$ cat config.mk
export PLATFORM = sky130hd
export DESIGN_NAME = dual_half_timer
export DESIGN_NICKNAME = d
export VERILOG_FILES = /design/src/rtl/dht_pkg.sv /design/src/rtl/dht_tick_gen.sv /design/src/rtl/dht_engine.sv /design/src/rtl/dual_half_timer.sv
export SDC_FILE = /design/constraint.sdc
export NUM_CORES = 1
export LEC_CHECK = 0
export CAP_MARGIN = 20
export CORE_ASPECT_RATIO = 1.1
export CORE_MARGIN = 2
export CORE_UTILIZATION = 60
export DETAILED_ROUTE_END_ITERATION = 6
export PLACE_DENSITY_LB_ADDON = 0.3
export REMOVE_ABC_BUFFERS = 1
export SETUP_SLACK_MARGIN = 0.2
export SLEW_MARGIN = 10
export SYNTH_ARGS = -nofsm -noshare
export SYNTH_HDL_FRONTEND = slang
export SYNTH_HIERARCHICAL = 1
export SYNTH_SLANG_ARGS = --single-unit
$ cat constraint.sdc
create_clock -name clk -period 3.7 [get_ports clk]
set_clock_uncertainty 0.05 [all_clocks]
set_input_delay 0.555 -clock clk [delete_from_list [all_inputs] [get_ports clk]]
set_output_delay 0.555 -clock clk [all_outputs]
set_load 0.01 [all_outputs]
$ cat src/rtl/dht_pkg.sv
`timescale 1ns/1ps
package dht_pkg;
  typedef enum logic [3:0] {
    RG_CFG      = 4'd0,
    RG_MODE_A   = 4'd1,
    RG_MODE_B   = 4'd2,
    RG_CTRL     = 4'd3,
    RG_IMASK    = 4'd4,
    RG_RAW      = 4'd5,
    RG_MASKED   = 4'd6,
    RG_CLEAR    = 4'd7,
    RG_LOAD_A   = 4'd8,
    RG_LOAD_B   = 4'd9,
    RG_MATCH_A  = 4'd10,
    RG_MATCH_B  = 4'd11,
    RG_PRE_A    = 4'd12,
    RG_PRE_B    = 4'd13,
    RG_PMATCH_A = 4'd14,
    RG_PMATCH_B = 4'd15
  } reg_sel_e;

  localparam logic [2:0] CFG_CHAIN     = 3'd0;
  localparam logic [2:0] CFG_RTC       = 3'd1;
  localparam logic [2:0] CFG_SPLIT_MIN = 3'd4;

  localparam int CTRL_EN_BIT   = 0;
  localparam int CTRL_TRIG_BIT = 5;
  localparam int CTRL_B_EN_BIT = 8;

  localparam int ST_W       = 7;
  localparam int ST_TIMEOUT = 0;
  localparam int ST_RTC     = 3;
  localparam logic [ST_W-1:0] IMASK_KEEP = 7'h77;
endpackage

$ cat src/rtl/dht_tick_gen.sv
`timescale 1ns/1ps
module dht_tick_gen #(
  parameter int DIV = 5
) (
  input  logic clk,
  input  logic rst_n,
  input  logic run,
  output logic tick
);
  localparam int CW = (DIV > 1) ? $clog2(DIV) : 1;
  localparam logic [CW-1:0] LAST = CW'(DIV - 1);

  logic [CW-1:0] phase_q, phase_d;

  assign tick = run && (phase_q == LAST);

  always_comb begin
    phase_d = phase_q;
    if (!run || tick) phase_d = '0;
    else              phase_d = phase_q + 1'b1;
  end

  always_ff @(posedge clk or negedge rst_n) begin
    if (!rst_n) phase_q <= '0;
    else        phase_q <= phase_d;
  end

  assert_phase_bound_R4: assert property (@(posedge clk) disable iff (!rst_n)
    phase_q <= LAST);
  assert_idle_clears_R11: assert property (@(posedge clk) disable iff (!rst_n)
    !run |=> phase_q == '0);
endmodule

$ cat src/rtl/dht_engine.sv
`timescale 1ns/1ps
module dht_engine
  import dht_pkg::*;
#(
  parameter int CW = 32
) (
  input  logic          clk,
  input  logic          rst_n,
  input  logic [2:0]    cfg,
  input  logic          enabled,
  input  logic          start,
  input  logic          unit_tick,
  input  logic          sec_tick,
  input  logic [CW-1:0] load_val,
  input  logic [CW-1:0] match_val,
  output logic          timeout,
  output logic          rtc_hit
);
  logic [CW-1:0] cnt_q, cnt_d;
  logic [CW-1:0] rtc_q, rtc_d;
  logic          cd_step, rtc_step;
  logic [CW-1:0] rtc_inc;

  assign cd_step  = enabled && (cfg == CFG_CHAIN) && unit_tick;
  assign rtc_step = enabled && (cfg == CFG_RTC) && sec_tick;
  assign rtc_inc  = rtc_q + 1'b1;
  assign timeout  = cd_step && (cnt_q <= CW'(1));
  assign rtc_hit  = rtc_step && (rtc_inc == match_val);

  always_comb begin
    cnt_d = cnt_q;
    rtc_d = rtc_q;
    if (start) begin
      cnt_d = load_val;
      rtc_d = '0;
    end else begin
      if (cd_step)  cnt_d = timeout ? load_val : cnt_q - 1'b1;
      if (rtc_step) rtc_d = rtc_inc;
    end
  end

  always_ff @(posedge clk or negedge rst_n) begin
    if (!rst_n) begin
      cnt_q <= '0;
      rtc_q <= '0;
    end else begin
      cnt_q <= cnt_d;
      rtc_q <= rtc_d;
    end
  end

  assert_timeout_reload_R4: assert property (@(posedge clk) disable iff (!rst_n)
    (timeout && !start) |=> cnt_q == $past(load_val));
  assert_timeout_mode_R7: assert property (@(posedge clk) disable iff (!rst_n)
    timeout |-> (cfg == CFG_CHAIN) && enabled);
  assert_rtc_step_R7: assert property (@(posedge clk) disable iff (!rst_n)
    (rtc_step && !start) |=> rtc_q == $past(rtc_q) + 1'b1);
endmodule

$ cat src/rtl/dual_half_timer.sv
`timescale 1ns/1ps
module dual_half_timer
  import dht_pkg::*;
#(
  parameter int HALF_W     = 16,
  parameter int PRE_W      = 8,
  parameter int CLK_SCALE  = 5,
  parameter int SEC_CYCLES = 1000
) (
  input  logic                clk,
  input  logic                rst_n,
  input  logic [3:0]          bus_addr,
  input  logic                bus_wr,
  input  logic [2*HALF_W-1:0] bus_wdata,
  output logic [2*HALF_W-1:0] bus_rdata,
  output logic                irq,
  output logic                adc_trig
);
  localparam int DW = 2 * HALF_W;

  reg_sel_e sel;
  assign sel = reg_sel_e'(bus_addr);

  logic [2:0]        cfg_q, cfg_d;
  logic [3:0]        mode_a_q, mode_a_d, mode_b_q, mode_b_d;
  logic              en_q, en_d, trg_en_q, trg_en_d, ben_q, ben_d;
  logic [ST_W-1:0]   imask_q, imask_d, raw_q, raw_d;
  logic [HALF_W-1:0] load_lo_q, load_lo_d, load_hi_q, load_hi_d;
  logic [HALF_W-1:0] match_lo_q, match_lo_d, match_hi_q, match_hi_d;
  logic [PRE_W-1:0]  pre_a_q, pre_a_d, pre_b_q, pre_b_d;
  logic [PRE_W-1:0]  pm_a_q, pm_a_d, pm_b_q, pm_b_d;
  logic              trig_q, trig_d;

  logic ctrl_wr, start, unit_tick, sec_tick, timeout, rtc_hit;

  assign ctrl_wr = bus_wr && (sel == RG_CTRL);
  assign start   = ctrl_wr && bus_wdata[CTRL_EN_BIT] && !en_q;

  dht_tick_gen #(.DIV(CLK_SCALE)) u_unit_tick (
    .clk  (clk),
    .rst_n(rst_n),
    .run  (en_q && (cfg_q == CFG_CHAIN)),
    .tick (unit_tick)
  );

  dht_tick_gen #(.DIV(SEC_CYCLES)) u_sec_tick (
    .clk  (clk),
    .rst_n(rst_n),
    .run  (en_q && (cfg_q == CFG_RTC)),
    .tick (sec_tick)
  );

  dht_engine #(.CW(DW)) u_engine (
    .clk      (clk),
    .rst_n    (rst_n),
    .cfg      (cfg_q),
    .enabled  (en_q),
    .start    (start),
    .unit_tick(unit_tick),
    .sec_tick (sec_tick),
    .load_val ({load_hi_q, load_lo_q}),
    .match_val({match_hi_q, match_lo_q}),
    .timeout  (timeout),
    .rtc_hit  (rtc_hit)
  );

  always_comb begin
    cfg_d      = cfg_q;
    mode_a_d   = mode_a_q;
    mode_b_d   = mode_b_q;
    en_d       = en_q;
    trg_en_d   = trg_en_q;
    ben_d      = ben_q;
    imask_d    = imask_q;
    raw_d      = raw_q;
    load_lo_d  = load_lo_q;
    load_hi_d  = load_hi_q;
    match_lo_d = match_lo_q;
    match_hi_d = match_hi_q;
    pre_a_d    = pre_a_q;
    pre_b_d    = pre_b_q;
    pm_a_d     = pm_a_q;
    pm_b_d     = pm_b_q;

    if (bus_wr) begin
      unique case (sel)
        RG_CFG:      if (!en_q) cfg_d = bus_wdata[2:0];
        RG_MODE_A:   if (!en_q) mode_a_d = bus_wdata[3:0];
        RG_MODE_B:   if (!en_q) mode_b_d = bus_wdata[3:0];
        RG_CTRL: begin
          en_d     = bus_wdata[CTRL_EN_BIT];
          trg_en_d = bus_wdata[CTRL_TRIG_BIT];
          ben_d    = bus_wdata[CTRL_B_EN_BIT];
        end
        RG_IMASK:    imask_d = bus_wdata[ST_W-1:0] & IMASK_KEEP;
        RG_CLEAR:    raw_d = raw_q & ~bus_wdata[ST_W-1:0];
        RG_LOAD_A: begin
          load_lo_d = bus_wdata[HALF_W-1:0];
          load_hi_d = bus_wdata[DW-1:HALF_W];
        end
        RG_LOAD_B:   load_hi_d = bus_wdata[HALF_W-1:0];
        RG_MATCH_A: begin
          match_lo_d = bus_wdata[HALF_W-1:0];
          match_hi_d = bus_wdata[DW-1:HALF_W];
        end
        RG_MATCH_B:  match_hi_d = bus_wdata[HALF_W-1:0];
        RG_PRE_A:    pre_a_d = bus_wdata[PRE_W-1:0];
        RG_PRE_B:    pre_b_d = bus_wdata[PRE_W-1:0];
        RG_PMATCH_A: pm_a_d = bus_wdata[PRE_W-1:0];
        RG_PMATCH_B: pm_b_d = bus_wdata[PRE_W-1:0];
        default: ;
      endcase
    end

    if (timeout && mode_a_q[0] && !ctrl_wr) en_d = 1'b0;
    if (timeout) raw_d[ST_TIMEOUT] = 1'b1;
    if (rtc_hit) raw_d[ST_RTC] = 1'b1;
    trig_d = timeout && trg_en_q;
  end

  always_ff @(posedge clk or negedge rst_n) begin
    if (!rst_n) begin
      cfg_q      <= '0;
      mode_a_q   <= '0;
      mode_b_q   <= '0;
      en_q       <= 1'b0;
      trg_en_q   <= 1'b0;
      ben_q      <= 1'b0;
      imask_q    <= '0;
      raw_q      <= '0;
      load_lo_q  <= '0;
      load_hi_q  <= '0;
      match_lo_q <= '0;
      match_hi_q <= '0;
      pre_a_q    <= '0;
      pre_b_q    <= '0;
      pm_a_q     <= '0;
      pm_b_q     <= '0;
      trig_q     <= 1'b0;
    end else begin
      cfg_q      <= cfg_d;
      mode_a_q   <= mode_a_d;
      mode_b_q   <= mode_b_d;
      en_q       <= en_d;
      trg_en_q   <= trg_en_d;
      ben_q      <= ben_d;
      imask_q    <= imask_d;
      raw_q      <= raw_d;
      load_lo_q  <= load_lo_d;
      load_hi_q  <= load_hi_d;
      match_lo_q <= match_lo_d;
      match_hi_q <= match_hi_d;
      pre_a_q    <= pre_a_d;
      pre_b_q    <= pre_b_d;
      pm_a_q     <= pm_a_d;
      pm_b_q     <= pm_b_d;
      trig_q     <= trig_d;
    end
  end

  logic wide_rd;
  assign wide_rd = cfg_q < CFG_SPLIT_MIN;

  always_comb begin
    bus_rdata = '0;
    unique case (sel)
      RG_CFG:      bus_rdata = DW'(cfg_q);
      RG_MODE_A:   bus_rdata = DW'(mode_a_q);
      RG_MODE_B:   bus_rdata = DW'(mode_b_q);
      RG_CTRL: begin
        bus_rdata[CTRL_EN_BIT]   = en_q;
        bus_rdata[CTRL_TRIG_BIT] = trg_en_q;
        bus_rdata[CTRL_B_EN_BIT] = ben_q;
      end
      RG_IMASK:    bus_rdata = DW'(imask_q);
      RG_RAW:      bus_rdata = DW'(raw_q);
      RG_MASKED:   bus_rdata = DW'(raw_q & imask_q);
      RG_LOAD_A:   bus_rdata = wide_rd ? {load_hi_q, load_lo_q} : DW'(load_lo_q);
      RG_LOAD_B:   bus_rdata = DW'(load_hi_q);
      RG_MATCH_A:  bus_rdata = wide_rd ? {match_hi_q, match_lo_q} : DW'(match_lo_q);
      RG_MATCH_B:  bus_rdata = DW'(match_hi_q);
      RG_PRE_A:    bus_rdata = DW'(pre_a_q);
      RG_PRE_B:    bus_rdata = DW'(pre_b_q);
      RG_PMATCH_A: bus_rdata = DW'(pm_a_q);
      RG_PMATCH_B: bus_rdata = DW'(pm_b_q);
      default:     bus_rdata = '0;
    endcase
  end

  assign irq      = |(raw_q & imask_q);
  assign adc_trig = trig_q;

  assert_mask_bits_R2: assert property (@(posedge clk) disable iff (!rst_n)
    (imask_q & ~IMASK_KEEP) == '0);
  assert_cfg_frozen_R10: assert property (@(posedge clk) disable iff (!rst_n)
    en_q |=> $stable(cfg_q) && $stable(mode_a_q) && $stable(mode_b_q));
  assert_timeout_status_R4: assert property (@(posedge clk) disable iff (!rst_n)
    timeout |=> raw_q[ST_TIMEOUT]);
  assert_oneshot_stop_R5: assert property (@(posedge clk) disable iff (!rst_n)
    (timeout && mode_a_q[0] && !ctrl_wr) |=> !en_q);
  assert_trig_pulse_R6: assert property (@(posedge clk) disable iff (!rst_n)
    (timeout && trg_en_q) |=> adc_trig);
  assert_trig_quiet_R6: assert property (@(posedge clk) disable iff (!rst_n)
    !timeout |=> !adc_trig);
endmodule

==> results of run 1 <==
==> how the worst max path moves through the flow <==
stage	end	slack, ns	cells past startpoint
4_1_cts	raw_q[3]$_DFFE_PN0P_	0.22	9
2_1_floorplan	u_engine/cnt_q[26]$_DFFE_PN0P_	-1.16	9
3_3_place_gp	bus_rdata[1]	0.06	7
5_1_grt	raw_q[3]$_DFFE_PN0P_	0.20	10
6_report	bus_rdata[6]	0.27	8
3_5_place_dp	bus_rdata[1]	0.09	7
==> state kept, by name, indices dropped and copies added (netlist names) <==
signal,flops
adc_trig,1
ben_q,1
cfg_q,3
en_q,1
imask_q,6
load_hi_q,16
load_lo_q,16
match_hi_q,16
match_lo_q,16
mode_a_q,4
mode_b_q,4
pm_a_q,8
pm_b_q,8
pre_a_q,8
pre_b_q,8
raw_q,7
trg_en_q,1
u_engine/cnt_q,32
u_engine/rtc_q,32
u_sec_tick/phase_q,10
u_unit_tick/phase_q,3
==> worst reg2reg max path, cell delays in order, from the launching register on <==
cell and delay (ns):
dfrtp_1 0.46, ha_1 0.25, nand3_1 0.14, buf_4 0.22
nor4_1 0.49, and3_1 0.34, xnor2_1 0.16, nand2_1 0.09
or4_1 0.53, nor4_4 0.37, a21o_1 0.14
==> what timing repair did <==
item	CTS	global route
gates resized for setup	5	5
pin swaps	0	2
endpoints found under the setup margin	3	21
setup buffers	0	1
==> through the flow <==
| step | total power, uW | hold WS (ns) | util [%] | setup WS [ns] | TNS (ns) |
|---|---|---|---|---|---|
| final | 6830 | 0.0582 | 71.0 | 0.266 | 0 |
| after global routing | 7100 | 0.166 | 71.0 | 0.196 | 0 |
| after CTS | 6800 | 0.146 | 70.7 | 0.217 | 0 |
| after detailed placement | 4530 | 0.429 | 66.7 | 0.0909 | 0 |
| after global placement | 4470 | 0.415 | 66.7 | 0.0641 | 0 |
| after floorplan | 3890 | 0.209 | - | -1.16 | -28.32 |
==> layout by cell type, fill, tap and decap left out, types with 30 or more instances in the layout <==
cell	count
nand3_1	41
clkdlybuf4s50_1	68
xor2_1	30
nor3_1	39
nand2_1	85
a21oi_1	71
mux2i_1	42
buf_4	38
dfrtp_1	201
nor2_1	90
xnor2_1	43
a22oi_1	40
mux2_2	76
o21ai_0	66
==> report_power, final <==
part	internal, uW	total, uW	leakage [uW]	switching (uW)
Combinational	712	1420	0.00283	706
Clock	1380	2260	0.000377	881
Sequential	2590	3140	0.00247	553
==> layout make-up <==
| class | instances | area [um2] | share of cell area, % |
|---|---|---|---|
| clock buffers | 31 | 666 | 4.88 |
| multi-input cells | 903 | 6310 | 46.2 |
| repair buffers | 118 | 1170 | 8.54 |
| flip-flops and latches | 201 | 5030 | 36.9 |
| well taps | 247 | 309 | 2.26 |
| clock inverters | 7 | 85.1 | 0.623 |
| inverters | 23 | 86.3 | 0.633 |
==> per-layer routing <==
| layer | part of all wire [%] | routed length (um) | track usage [%] | vias up |
|---|---|---|---|---|
| li1 | - | - | - | 4541 |
| met1 | 41 | 13900 | 45.4 | 5054 |
| met2 | 47 | 16100 | 52.2 | 475 |
| met3 | 7.9 | 2680 | 6.22 | 104 |
| met4 | 4.3 | 1460 | 13.5 | 2 |
| met5 | 0.038 | 13 | 0 | - |
==> logic make-up after synthesis <==
logic type	after synthesis	share of synthesized area [%]
simple gates	422	19.7
xor+xnor	74	5.54
buf+inv	103	4.76
compound gates	268	14.3
fa+ha+maj	6	0.634
flops	201	42.5
mux	133	12.6
==> impl_metrics.py, run 1 <==
metrics = {
    "clock_tree": {
        "cts_made_buffers": 22,
        "cts_sinks": 201,
        "insertion_delay_ns": 0.51,
        "clockBufferDepth": 3,
        "cts_tree": "yes",
        "clkTransAtPathRegs_ns": 0.06,
        "cts-htree-levels": 1,
        "hold_buffers": 0,
        "root_buffer": "clkbuf_16",
    },
    "critical_path": {
        "r2r-end": "raw_q[3]$_DFFE_PN0P_",
        "rr_startpoint": "u_engine/rtc_q[0]$_DFFE_PN0P_",
        "required_ns": 3.09,
        "cp_slowest_cell": "clkdlybuf4s50_1",
        "slowest_delay_ns": 0.56,
        "path_buf_inv": 4,
        "r2r_cells": 10,
        "cp.arrival_ns": 2.83,
        "end_kind": "primary output",
        "cpLargestDelayFamily": "buffers and inverters",
        "crit_type": "input pin to primary output",
        "critPathLaunch": "bus_addr[0]",
        "crit_chain": "clkdlybuf4s50_1 > buf_12 > or2_1 > buf_4 > o32ai_2 > a222oi_1 > nand4_1 > clkdlybuf4s50_1",
        "crit_path_frequent_cell": "clkdlybuf4s50_1",
        "worstSetupStartpointType": "input pin",
        "reg2reg_slack_ns": 0.40,
        "critPathMaxFanout": 33,
    },
    "sta": {
        "finalWorstPathRequiredPeriod_ns": 3.43,
        "rsz0062_at_grt": "no",
        "tightest_slew_ns": 0.903,
        "slew_headroom_pct": 39.8,
        "finalHoldViolCount": 0,
        "min_period_over_period_pct": 92.8,
        "max_freq_mhz": 291,
        "setup_viol": 0,
        "slew_violations": 0,
    },
    "route": {
        "antenna_left": 0,
        "num_vias": 10200,
        "dr.pass1.iters": 7,
        "drt-initial-drc-count": 1126,
        "wl_per_cell_um": 22.3,
        "drt-vias-per-instance": 6.65,
        "drc": 8,
        "wirelength_um": 34100,
    },
    "yosys": {
        "synth_area_leaders": "dfrtp_1, mux2_2, mux2i_1",
        "synthFlopType": "dfrtp_1",
        "yosysMostFrequentCell": "dfrtp_1",
        "synth_top_area_share_pct": 42.5,
        "synth-edff-count": 0,
        "synth.largest_area_cell": "dfrtp_1",
        "synth.avg_cell_area_um2": 9.81,
        "async_reset_ff_share_pct": 100,
        "ys_types": 93,
        "synth_area_um2": 11800,
        "yosysSeqAreaShare_pct": 42.5,
        "syn_inst": 1207,
        "yosys_warnings": 6,
        "netlist_top_cells_count": "dfrtp_1, nor2_1, nand2_1",
        "synth-seq-cells": 201,
    },
    "finish": {
        "diodes": 0,
        "nets": 1314,
        "syn2layout_area_growth_pct": 15.3,
        "postLayoutCellArea_um2": 13600,
        "drive_gt1_share_pct": 17.3,
        "fin_cells": 1530,
        "nFillCells": 1444,
    },
    "floorplanning": {
        "start_util_pct": 61.6,
        "fp.coreArea_um2": 19200,
        "die_w_um": 138,
        "dieArea_um2": 20900,
        "dieHeight_um": 151,
        "rows": 53,
        "io_pins": 73,
    },
    "pwr": {
        "leakage_uw": 0.00568,
        "ir_drop_uv": 405,
        "powerDensity_nw_per_um2": 500,
    },
    "global_route": {
        "grt_pass1_wl_um": 53300,
        "grt_max_degree": 107,
        "grt.total_usage_pct": 33.2,
        "gr-total-overflow": 0,
        "antenna_found_initial": 1,
        "grt_pass1_vias": 9685,
    },
    "job": {
        "max_cap_viol_count": 0,
    },
    "hold_path": {
        "hp-class": "input pin to asynchronous set/reset pin",
    },
    "run_status": {
        "violations": "design-rule violations",
        "outcome": "finished with violations",
    },
    "placement": {
        "place_inst": 1491,
        "dpl_cell_area_um2": 12800,
        "portBuffers": 72,
        "place_hpwl_um": 24000,
        "place_congestion": 0.985,
    },
}
Power figures use the tool's default switching activity.
==> run 2: changes to the inputs <==
- CAP_MARGIN: 20 -> unset
==> results of run 2 <==
Final layout, timing and power as in run 1 (identical DEF).
